## src/rtl/scs_pkg.sv

```systemverilog
// Shared definitions for the serial register control slave.
package scs_pkg;
    localparam int SCS_ADDR_W = 7;
    localparam int SCS_DATA_W = 16;

    // Drive variant, encoded as {shared_line_select, style_bit}
    typedef enum logic [1:0] {
        DRV_PIN_PUSH   = 2'b00,
        DRV_PIN_WOR    = 2'b01,
        DRV_LINE_PUSH  = 2'b10,
        DRV_LINE_OD    = 2'b11
    } scs_drive_e;
endpackage

```

## src/rtl/scs_front.sv

```systemverilog
// Serial front end: registers the serial pins in the system clock domain,
// turns their transitions into one-cycle events, shifts captured bits into a
// word register and counts bits since the last latch rise.
// Assumes the serial pins hold each level for at least two system clocks.
module scs_front #(
    parameter int ADDR_W = 7,
    parameter int DATA_W = 16,
    parameter int CNT_W  = 5,
    parameter int WORD_W = 1 + ADDR_W + DATA_W
) (
    input  logic              clk,
    input  logic              rst_n,
    input  logic              sclk_pin,
    input  logic              latch_pin,
    input  logic              din_pin,
    output logic              sclk_rise,
    output logic              sclk_fall,
    output logic              latch_rise,
    output logic [WORD_W-1:0] word_next,
    output logic [ADDR_W:0]   hdr_q,
    output logic [CNT_W-1:0]  bit_cnt
);
    localparam logic [CNT_W-1:0] CNT_MAX = '1;

    logic              sclk_s, sclk_p, latch_s, latch_p, din_s;
    logic [WORD_W-1:0] shreg_q;

    // Sample the pins and keep the previous sample for edge detection
    always_ff @(posedge clk) begin
        if (!rst_n) begin
            sclk_s  <= 1'b0;
            sclk_p  <= 1'b0;
            latch_s <= 1'b1;
            latch_p <= 1'b1;
            din_s   <= 1'b0;
        end else begin
            sclk_s  <= sclk_pin;
            sclk_p  <= sclk_s;
            latch_s <= latch_pin;
            latch_p <= latch_s;
            din_s   <= din_pin;
        end
    end

    assign sclk_rise  = sclk_s & ~sclk_p;
    assign sclk_fall  = ~sclk_s & sclk_p;
    assign latch_rise = latch_s & ~latch_p;

    // Word including a bit captured in this very cycle
    assign word_next = sclk_rise ? {shreg_q[WORD_W-2:0], din_s} : shreg_q;
    assign hdr_q     = shreg_q[ADDR_W:0];

    // Shift register holding the most recent bits
    always_ff @(posedge clk) begin
        if (!rst_n) shreg_q <= '0;
        else        shreg_q <= word_next;
    end

    // Saturating count of bits since the last latch rise
    always_ff @(posedge clk) begin
        if (!rst_n)                            bit_cnt <= '0;
        else if (latch_rise)                   bit_cnt <= '0;
        else if (sclk_rise && bit_cnt != CNT_MAX) bit_cnt <= bit_cnt + 1'b1;
    end


    cnt_restart_chk: assert property (@(posedge clk) disable iff (!rst_n)
        latch_rise |=> bit_cnt == '0);


    shift_capture_chk: assert property (@(posedge clk) disable iff (!rst_n)
        sclk_rise |=> shreg_q[0] == $past(din_s));
endmodule

```

## src/rtl/scs_regbank.sv

```systemverilog
// Register bank: NUM_REGS words of DATA_W bits, one of which is the
// configuration register carrying the return path and drive style bits.
// Assumes NUM_REGS <= 2**ADDR_W and CFG_ADDR < NUM_REGS.
module scs_regbank #(
    parameter int              ADDR_W    = 7,
    parameter int              DATA_W    = 16,
    parameter int              NUM_REGS  = 32,
    parameter int              CFG_ADDR  = 22,
    parameter int              MODE_BIT  = 15,
    parameter int              STYLE_BIT = 14,
    parameter logic [DATA_W-1:0] CFG_RESET = {1'b1, {(DATA_W-1){1'b0}}}
) (
    input  logic              clk,
    input  logic              rst_n,
    input  logic              wr_en,
    input  logic [ADDR_W-1:0] wr_addr,
    input  logic [DATA_W-1:0] wr_data,
    input  logic [ADDR_W-1:0] rd_addr,
    output logic [DATA_W-1:0] rd_data,
    output logic              cfg_mode,
    output logic              cfg_style
);
    localparam int IDX_W = (NUM_REGS > 1) ? $clog2(NUM_REGS) : 1;

    logic [DATA_W-1:0] mem [NUM_REGS];
    logic              wr_hit, rd_hit;

    assign wr_hit = int'(wr_addr) < NUM_REGS;
    assign rd_hit = int'(rd_addr) < NUM_REGS;

    // Register storage with per-entry reset values
    always_ff @(posedge clk) begin
        if (!rst_n) begin
            for (int i = 0; i < NUM_REGS; i++)
                mem[i] <= (i == CFG_ADDR) ? CFG_RESET : '0;
        end else if (wr_en && wr_hit) begin
            mem[wr_addr[IDX_W-1:0]] <= wr_data;
        end
    end

    // Read port; absent addresses return zero
    always_comb begin
        rd_data = '0;
        if (rd_hit) rd_data = mem[rd_addr[IDX_W-1:0]];
    end

    assign cfg_mode  = mem[CFG_ADDR][MODE_BIT];
    assign cfg_style = mem[CFG_ADDR][STYLE_BIT];


    commit_store_chk: assert property (@(posedge clk) disable iff (!rst_n)
        (wr_en && wr_hit) |=> mem[$past(wr_addr[IDX_W-1:0])] == $past(wr_data));


    unimpl_write_drop_chk: assert property (@(posedge clk) disable iff (!rst_n)
        (wr_en && !wr_hit) |=> (cfg_mode == $past(cfg_mode)) && (cfg_style == $past(cfg_style)));
endmodule

```

## src/rtl/scs_readout.sv

```systemverilog
// Read return path: loads the addressed register after the header bits,
// shifts it out MSB first on falling serial clock edges, and turns the
// current bit into value/enable pairs for the shared line or dedicated pin.
// Assumes a latch rise always wins over a coincident serial clock fall.
module scs_readout
    import scs_pkg::*;
#(
    parameter int DATA_W   = 16,
    parameter int CNT_W    = 5,
    parameter int HDR_BITS = 8
) (
    input  logic              clk,
    input  logic              rst_n,
    input  logic              sclk_fall,
    input  logic              latch_rise,
    input  logic [CNT_W-1:0]  bit_cnt,
    input  logic              hdr_rw,
    input  logic [DATA_W-1:0] rd_data,
    input  logic              cfg_mode,
    input  logic              cfg_style,
    output logic              active,
    output logic              dio_o,
    output logic              dio_oe,
    output logic              dout_o,
    output logic              dout_oe
);
    localparam int LEFT_W = (DATA_W > 1) ? $clog2(DATA_W) : 1;

    logic [DATA_W-1:0] out_sh;
    logic [LEFT_W-1:0] left;
    logic              launch, cur_bit;
    scs_drive_e        drive;

    assign launch  = sclk_fall && (bit_cnt == CNT_W'(HDR_BITS)) && hdr_rw;
    assign cur_bit = out_sh[DATA_W-1];
    assign drive   = scs_drive_e'({cfg_mode, cfg_style});

    // Data phase sequencing: load, shift on each fall, stop after the last bit
    always_ff @(posedge clk) begin
        if (!rst_n) begin
            active <= 1'b0;
            out_sh <= '0;
            left   <= '0;
        end else if (latch_rise) begin
            active <= 1'b0;
        end else if (sclk_fall) begin
            if (launch) begin
                active <= 1'b1;
                out_sh <= rd_data;
                left   <= LEFT_W'(DATA_W - 1);
            end else if (active) begin
                if (left == '0) begin
                    active <= 1'b0;
                end else begin
                    out_sh <= {out_sh[DATA_W-2:0], 1'b0};
                    left   <= left - 1'b1;
                end
            end
        end
    end

    // Pad drive for the selected return path and style
    always_comb begin
        dio_o   = 1'b0;
        dio_oe  = 1'b0;
        dout_o  = 1'b0;
        dout_oe = 1'b0;
        case (drive)
            DRV_LINE_PUSH: begin
                dio_oe = active;
                dio_o  = active & cur_bit;
            end
            DRV_LINE_OD:  dio_oe = active & ~cur_bit;
            DRV_PIN_PUSH: begin
                dout_oe = 1'b1;
                dout_o  = active & cur_bit;
            end
            default:      dout_oe = active & ~cur_bit;
        endcase
    end


    read_abort_chk: assert property (@(posedge clk) disable iff (!rst_n)
        latch_rise |=> !active);


    data_shift_chk: assert property (@(posedge clk) disable iff (!rst_n)
        (active && sclk_fall && !latch_rise && left != '0) |=> out_sh[DATA_W-1] == $past(out_sh[DATA_W-2]));
endmodule

```

## src/rtl/serial_ctrl_slave.sv

```systemverilog
// Serial register control slave top: joins the front end, the register bank
// and the read return path. Writes commit on the latch rise; reads stream
// the addressed register back on the path chosen by the configuration bits.
// Assumes the host runs the serial clock well below clk/4.
module serial_ctrl_slave #(
    parameter int ADDR_W    = 7,
    parameter int DATA_W    = 16,
    parameter int NUM_REGS  = 32,
    parameter int CFG_ADDR  = 22,
    parameter int MODE_BIT  = 15,
    parameter int STYLE_BIT = 14,
    parameter int CNT_W     = 5
) (
    input  logic clk,
    input  logic rst_n,
    input  logic ser_clk,
    input  logic ser_latch,
    input  logic ser_din,
    output logic ser_dio_o,
    output logic ser_dio_oe,
    output logic ser_dout_o,
    output logic ser_dout_oe
);
    localparam int WORD_W   = 1 + ADDR_W + DATA_W;
    localparam int HDR_BITS = 1 + ADDR_W;

    logic              sclk_rise, sclk_fall, latch_rise;
    logic [WORD_W-1:0] word_next;
    logic [ADDR_W:0]   hdr_q;
    logic [CNT_W-1:0]  bit_cnt;
    logic              wr_en, cfg_mode, cfg_style, active;
    logic [DATA_W-1:0] rd_data;

    scs_front #(.ADDR_W(ADDR_W), .DATA_W(DATA_W), .CNT_W(CNT_W), .WORD_W(WORD_W)) u_front (
        .clk(clk), .rst_n(rst_n),
        .sclk_pin(ser_clk), .latch_pin(ser_latch), .din_pin(ser_din),
        .sclk_rise(sclk_rise), .sclk_fall(sclk_fall), .latch_rise(latch_rise),
        .word_next(word_next), .hdr_q(hdr_q), .bit_cnt(bit_cnt)
    );

    // A word with its direction flag clear is a write
    assign wr_en = latch_rise && !word_next[WORD_W-1];

    scs_regbank #(.ADDR_W(ADDR_W), .DATA_W(DATA_W), .NUM_REGS(NUM_REGS),
                  .CFG_ADDR(CFG_ADDR), .MODE_BIT(MODE_BIT), .STYLE_BIT(STYLE_BIT)) u_bank (
        .clk(clk), .rst_n(rst_n),
        .wr_en(wr_en), .wr_addr(word_next[WORD_W-2 -: ADDR_W]), .wr_data(word_next[DATA_W-1:0]),
        .rd_addr(hdr_q[ADDR_W-1:0]), .rd_data(rd_data),
        .cfg_mode(cfg_mode), .cfg_style(cfg_style)
    );

    scs_readout #(.DATA_W(DATA_W), .CNT_W(CNT_W), .HDR_BITS(HDR_BITS)) u_read (
        .clk(clk), .rst_n(rst_n),
        .sclk_fall(sclk_fall), .latch_rise(latch_rise), .bit_cnt(bit_cnt),
        .hdr_rw(hdr_q[ADDR_W]), .rd_data(rd_data),
        .cfg_mode(cfg_mode), .cfg_style(cfg_style),
        .active(active),
        .dio_o(ser_dio_o), .dio_oe(ser_dio_oe), .dout_o(ser_dout_o), .dout_oe(ser_dout_oe)
    );


    launch_after_header_chk: assert property (@(posedge clk) disable iff (!rst_n)
        $rose(active) |-> ($past(bit_cnt) == CNT_W'(HDR_BITS)) && $past(hdr_q[ADDR_W]));


    pin_path_quiet_chk: assert property (@(posedge clk) disable iff (!rst_n)
        (active && !cfg_mode) |-> !ser_dio_oe);
endmodule

```

## config.mk

```make
export PLATFORM = sky130hd
export DESIGN_NAME = serial_ctrl_slave
export DESIGN_NICKNAME = d
export VERILOG_FILES = /design/src/rtl/scs_pkg.sv /design/src/rtl/scs_front.sv /design/src/rtl/scs_regbank.sv /design/src/rtl/scs_readout.sv /design/src/rtl/serial_ctrl_slave.sv
export SDC_FILE = /design/constraint.sdc
export NUM_CORES = 1
export LEC_CHECK = 0
export BUFFER_PORTS_ARGS = -buffer_cell sky130_fd_sc_hd__buf_2
export CORE_AREA = 2 2 207 209
export CTS_CLUSTER_SIZE = 30
export DETAILED_ROUTE_END_ITERATION = 10
export DIE_AREA = 0 0 209 211
export GPL_ROUTABILITY_DRIVEN = 0
export PLACE_DENSITY = 0.77
export REMOVE_ABC_BUFFERS = 1
export SLEW_MARGIN = 20
export SYNTH_ARGS = -nofsm -noshare
export SYNTH_HDL_FRONTEND = slang
export SYNTH_SLANG_ARGS = --single-unit
export TNS_END_PERCENT = 50
```

## constraint.sdc

```tcl
create_clock -name clk -period 3.5 [get_ports clk]
set_input_delay 0.175 -clock clk [delete_from_list [all_inputs] [get_ports clk]]
set_output_delay 0.175 -clock clk [all_outputs]
set_load 0.01 [all_outputs]
```

==> flow_summary.toml <==
[pwr]
power_density_nw_per_um2 = 521
p_sw_mw = 2.98
switching_share = 0.205
p_comb_frac = 0.035
p_int_mw = 11.5
pwr-share-clk = 0.439
p_total_mw = 14.5
leakagePower_nw = 8.82
irDropWorstVdd_v = 0.000417
power_frac_seq = 0.526

[min_path]
hold_path_class = "in -> reg"
hp-start = "ser_latch"
hold_depth = 3
holdPathEnd = "u_front.latch_s"

[place]
dp.cells = 2340
port_buffers = 8
placed_area_sq_um = 25900
hpwlAfterDp_um = 39800
dpl_worst_slack_ns = 0.609

[worst_setup_path]
cp_cell_sequence = "nor2b_4 > buf_4 > mux2i_4 > buf_4 > nor2_1"
cpLargestDelayFamily = "buffers and inverters"
cp_common_cell = "buf_4"
worst-setup-path-type = "reg -> reg"
r2r-end = "u_bank.mem[1][15]"
required_ns = 3.85
cp-start-kind = "flop"
r2r_cells = 5
worst_path_max_delay_cell = "mux2i_4"
cpPeakStageDelay_ns = 0.82
path_buf_inv = 2
cp-startpoint = "u_front.sclk_s"
cp_max_fo = 19
cp-end-kind = "flop"
r2r_start = "u_front.sclk_s"
r2r_setup_slack_ns = 0.55
cp_data_arrival_time_ns = 3.30

[synth]
synth-seq-cells = 567
syn_inst = 1850
yosys.area.top_type_share = 0.621
synth_flop_cell = "edfxtp_1"
syn_area_per_cell_sq_um = 13.4
yosysUniqueCellTypes = 54
yosys.area.top_type = "edfxtp_1"
ys_top_cells_by_area = "edfxtp_1 (62%), mux4_2 (8.8%), nor2_1 (8.1%)"
synth-edff-count = 512
ys_warn_count = 0
yosysSeqAreaShare = 0.665
syn-cell-area_sq_um = 24800
synthArstFlopShare = 0

[floorplan]
num_rows = 75
die_w_um = 209
pin_count = 9
die_area_sq_um = 44100
die_h_um = 211
core_area_sq_um = 41800
start_util = 0.593

[global_route]
first_global_vias = 15717
grt_pass1_wl_um = 96800
use_met1 = 0.389
gr-usage-met2 = 0.478
grt_max_degree = 83
antenna_found_initial = 0
top_usage_layer = "met2"
grt_use_total = 0.299
grt_use_met3 = 0.0696
gr-total-overflow = 0

[clock_tree]
clk_latency_ns = 0.62
cts_buffers = 56
clkTransAtPathRegs_ns = 0.07
cts-htree-levels = 2
cts.sinks = 567
cts_tree = "yes"
cts_buffer_depth = 3
root_buffer = "clkbuf_16"
post_cts_resized = 0

[outcome]
run_status = "complete, no violations"

[sta]
skew_ns = 0.0156
whs_ns = 0.275
worst_pin_slew_ns = 1.05
rsz0062_at_grt = "false"
hold_viol = 0
max_slew_margin = 0.297
fin_ws_ns = 0.550
fin_crit_sh = 0.843
finalSetupViolations = 0
setup_tns_ns = 0
finalCriticalPeriod_ns = 2.95
fmaxAchievable_ghz = 0.339
maxSlewViolCount = 0

[final_layout]
syn_to_final_growth_pct = 12.5
final_cells = 2449
drive_gt1_frac = 0.183
fin_area_sq_um = 27900
fill_cells = 2831
fin_nets = 1871
most-common-layout-cells = "nor2_1 (535), edfxtp_1 (512), mux4_2 (97)"
final_common_cell = "nor2_1"
final_core_util = 0.667

[drt]
drc = 0
ant_nets = 0
drt_iter0_drc = 2191
routed_wl_um = 64200
firstDrtPassIters = 6
post_drt_wl_per_cell_um = 26.2
via_per_inst = 6.44
vias = 15768

[flow_run]
drv_cap = 0
## cell usage after synthesis, types with 4 or more instances
cell type and count:
a22oi_1 31, ha_1 4, a21boi_0 9, nor2_1 536, buf_1 6, buf_2 33
dfxtp_1 55, a21oi_1 24, nor3b_1 4, nand3b_1 9, nor3_1 45, mux4_2 97
nor2b_1 22, inv_1 7, o221ai_1 14, nand3_1 10, nand2b_1 22, buf_4 12
o21ai_0 20, a221oi_1 15, clkbuf_1 108, and2_1 5, or3_1 15, edfxtp_1 512
nand2_1 73, mux2i_1 108, nand2_2 16
## worst max-delay path by stage
stage	endpoint	slack, ns	depth (start not counted)
floorplan	u_bank.mem[0][1]	-6.10	2
finish	u_bank.mem[1][15]	0.55	5
detailed placement	u_bank.mem[19][9]	0.61	6
global route	u_bank.mem[27][10]	0.39	5
global placement	u_bank.mem[16][15]	0.66	5
CTS	u_bank.mem[19][2]	0.58	6
## metal layers
layer  wire [um]  vias up
met1       23000     7778
met5           0        -
li1            -     6775
met2       30500     1030
met3        7380      185
met4        3380        0
## final cells by class
cell class / count / area [sq um] / share of cell area
Clock buffer: 64 / 1480 / 0.0532
Tap cell: 539 / 674 / 0.0242
Multi-Input combinational cell: 1117 / 7800 / 0.280
Timing Repair Buffer: 113 / 911 / 0.0327
Clock inverter: 41 / 470 / 0.0169
Inverter: 7 / 26.3 / 0.000943
Sequential cell: 567 / 16500 / 0.592
Antenna cell: 1 / 2.50 / 0.0000898
## repair_timing
item | CTS | global route
setup buffers | 0 | 0
endpoints found under the hold margin | 3 | 0
hold buffers | 3 | 0
setup endpoints to repair | 0 | 0
## flip-flops by register name (all words and copies together), names as in the netlist
register         cells
u_front.sclk_s       1
u_front.latch_p      1
u_read.active        1
u_front.bit_cnt      5
u_read.left          4
u_front.latch_s      1
u_read.out_sh       16
u_front.shreg_q     24
u_bank.mem         512
u_front.din_s        1
u_front.sclk_p       1
## kinds of logic after synthesis
kind of cell | synth area share
AND/OR/NAND/NOR | 0.133
AO/OA/AOI/OAI | 0.0372
buffers and inverters | 0.0286
multiplexers | 0.132
XOR/XNOR | 0.00106
flip-flops | 0.665
adder cells (fa/ha/maj) | 0.00202
## worst min-delay path, cell delays in order
cell	delay (ns)
dlygate4sd3_1	0.52
buf_2	0.09
nand2b_1	0.08
## power groups by stage
stage	combinational, mW	sequential, mW	clock, mW
floorplan	0.308	7.76	0
global placement	0.487	7.76	0
detailed placement	0.498	7.78	0
CTS	0.503	7.64	6.39
global route	0.531	7.65	6.65
finish	0.504	7.64	6.37
Note: power is estimated with default switching activity, not from simulation.
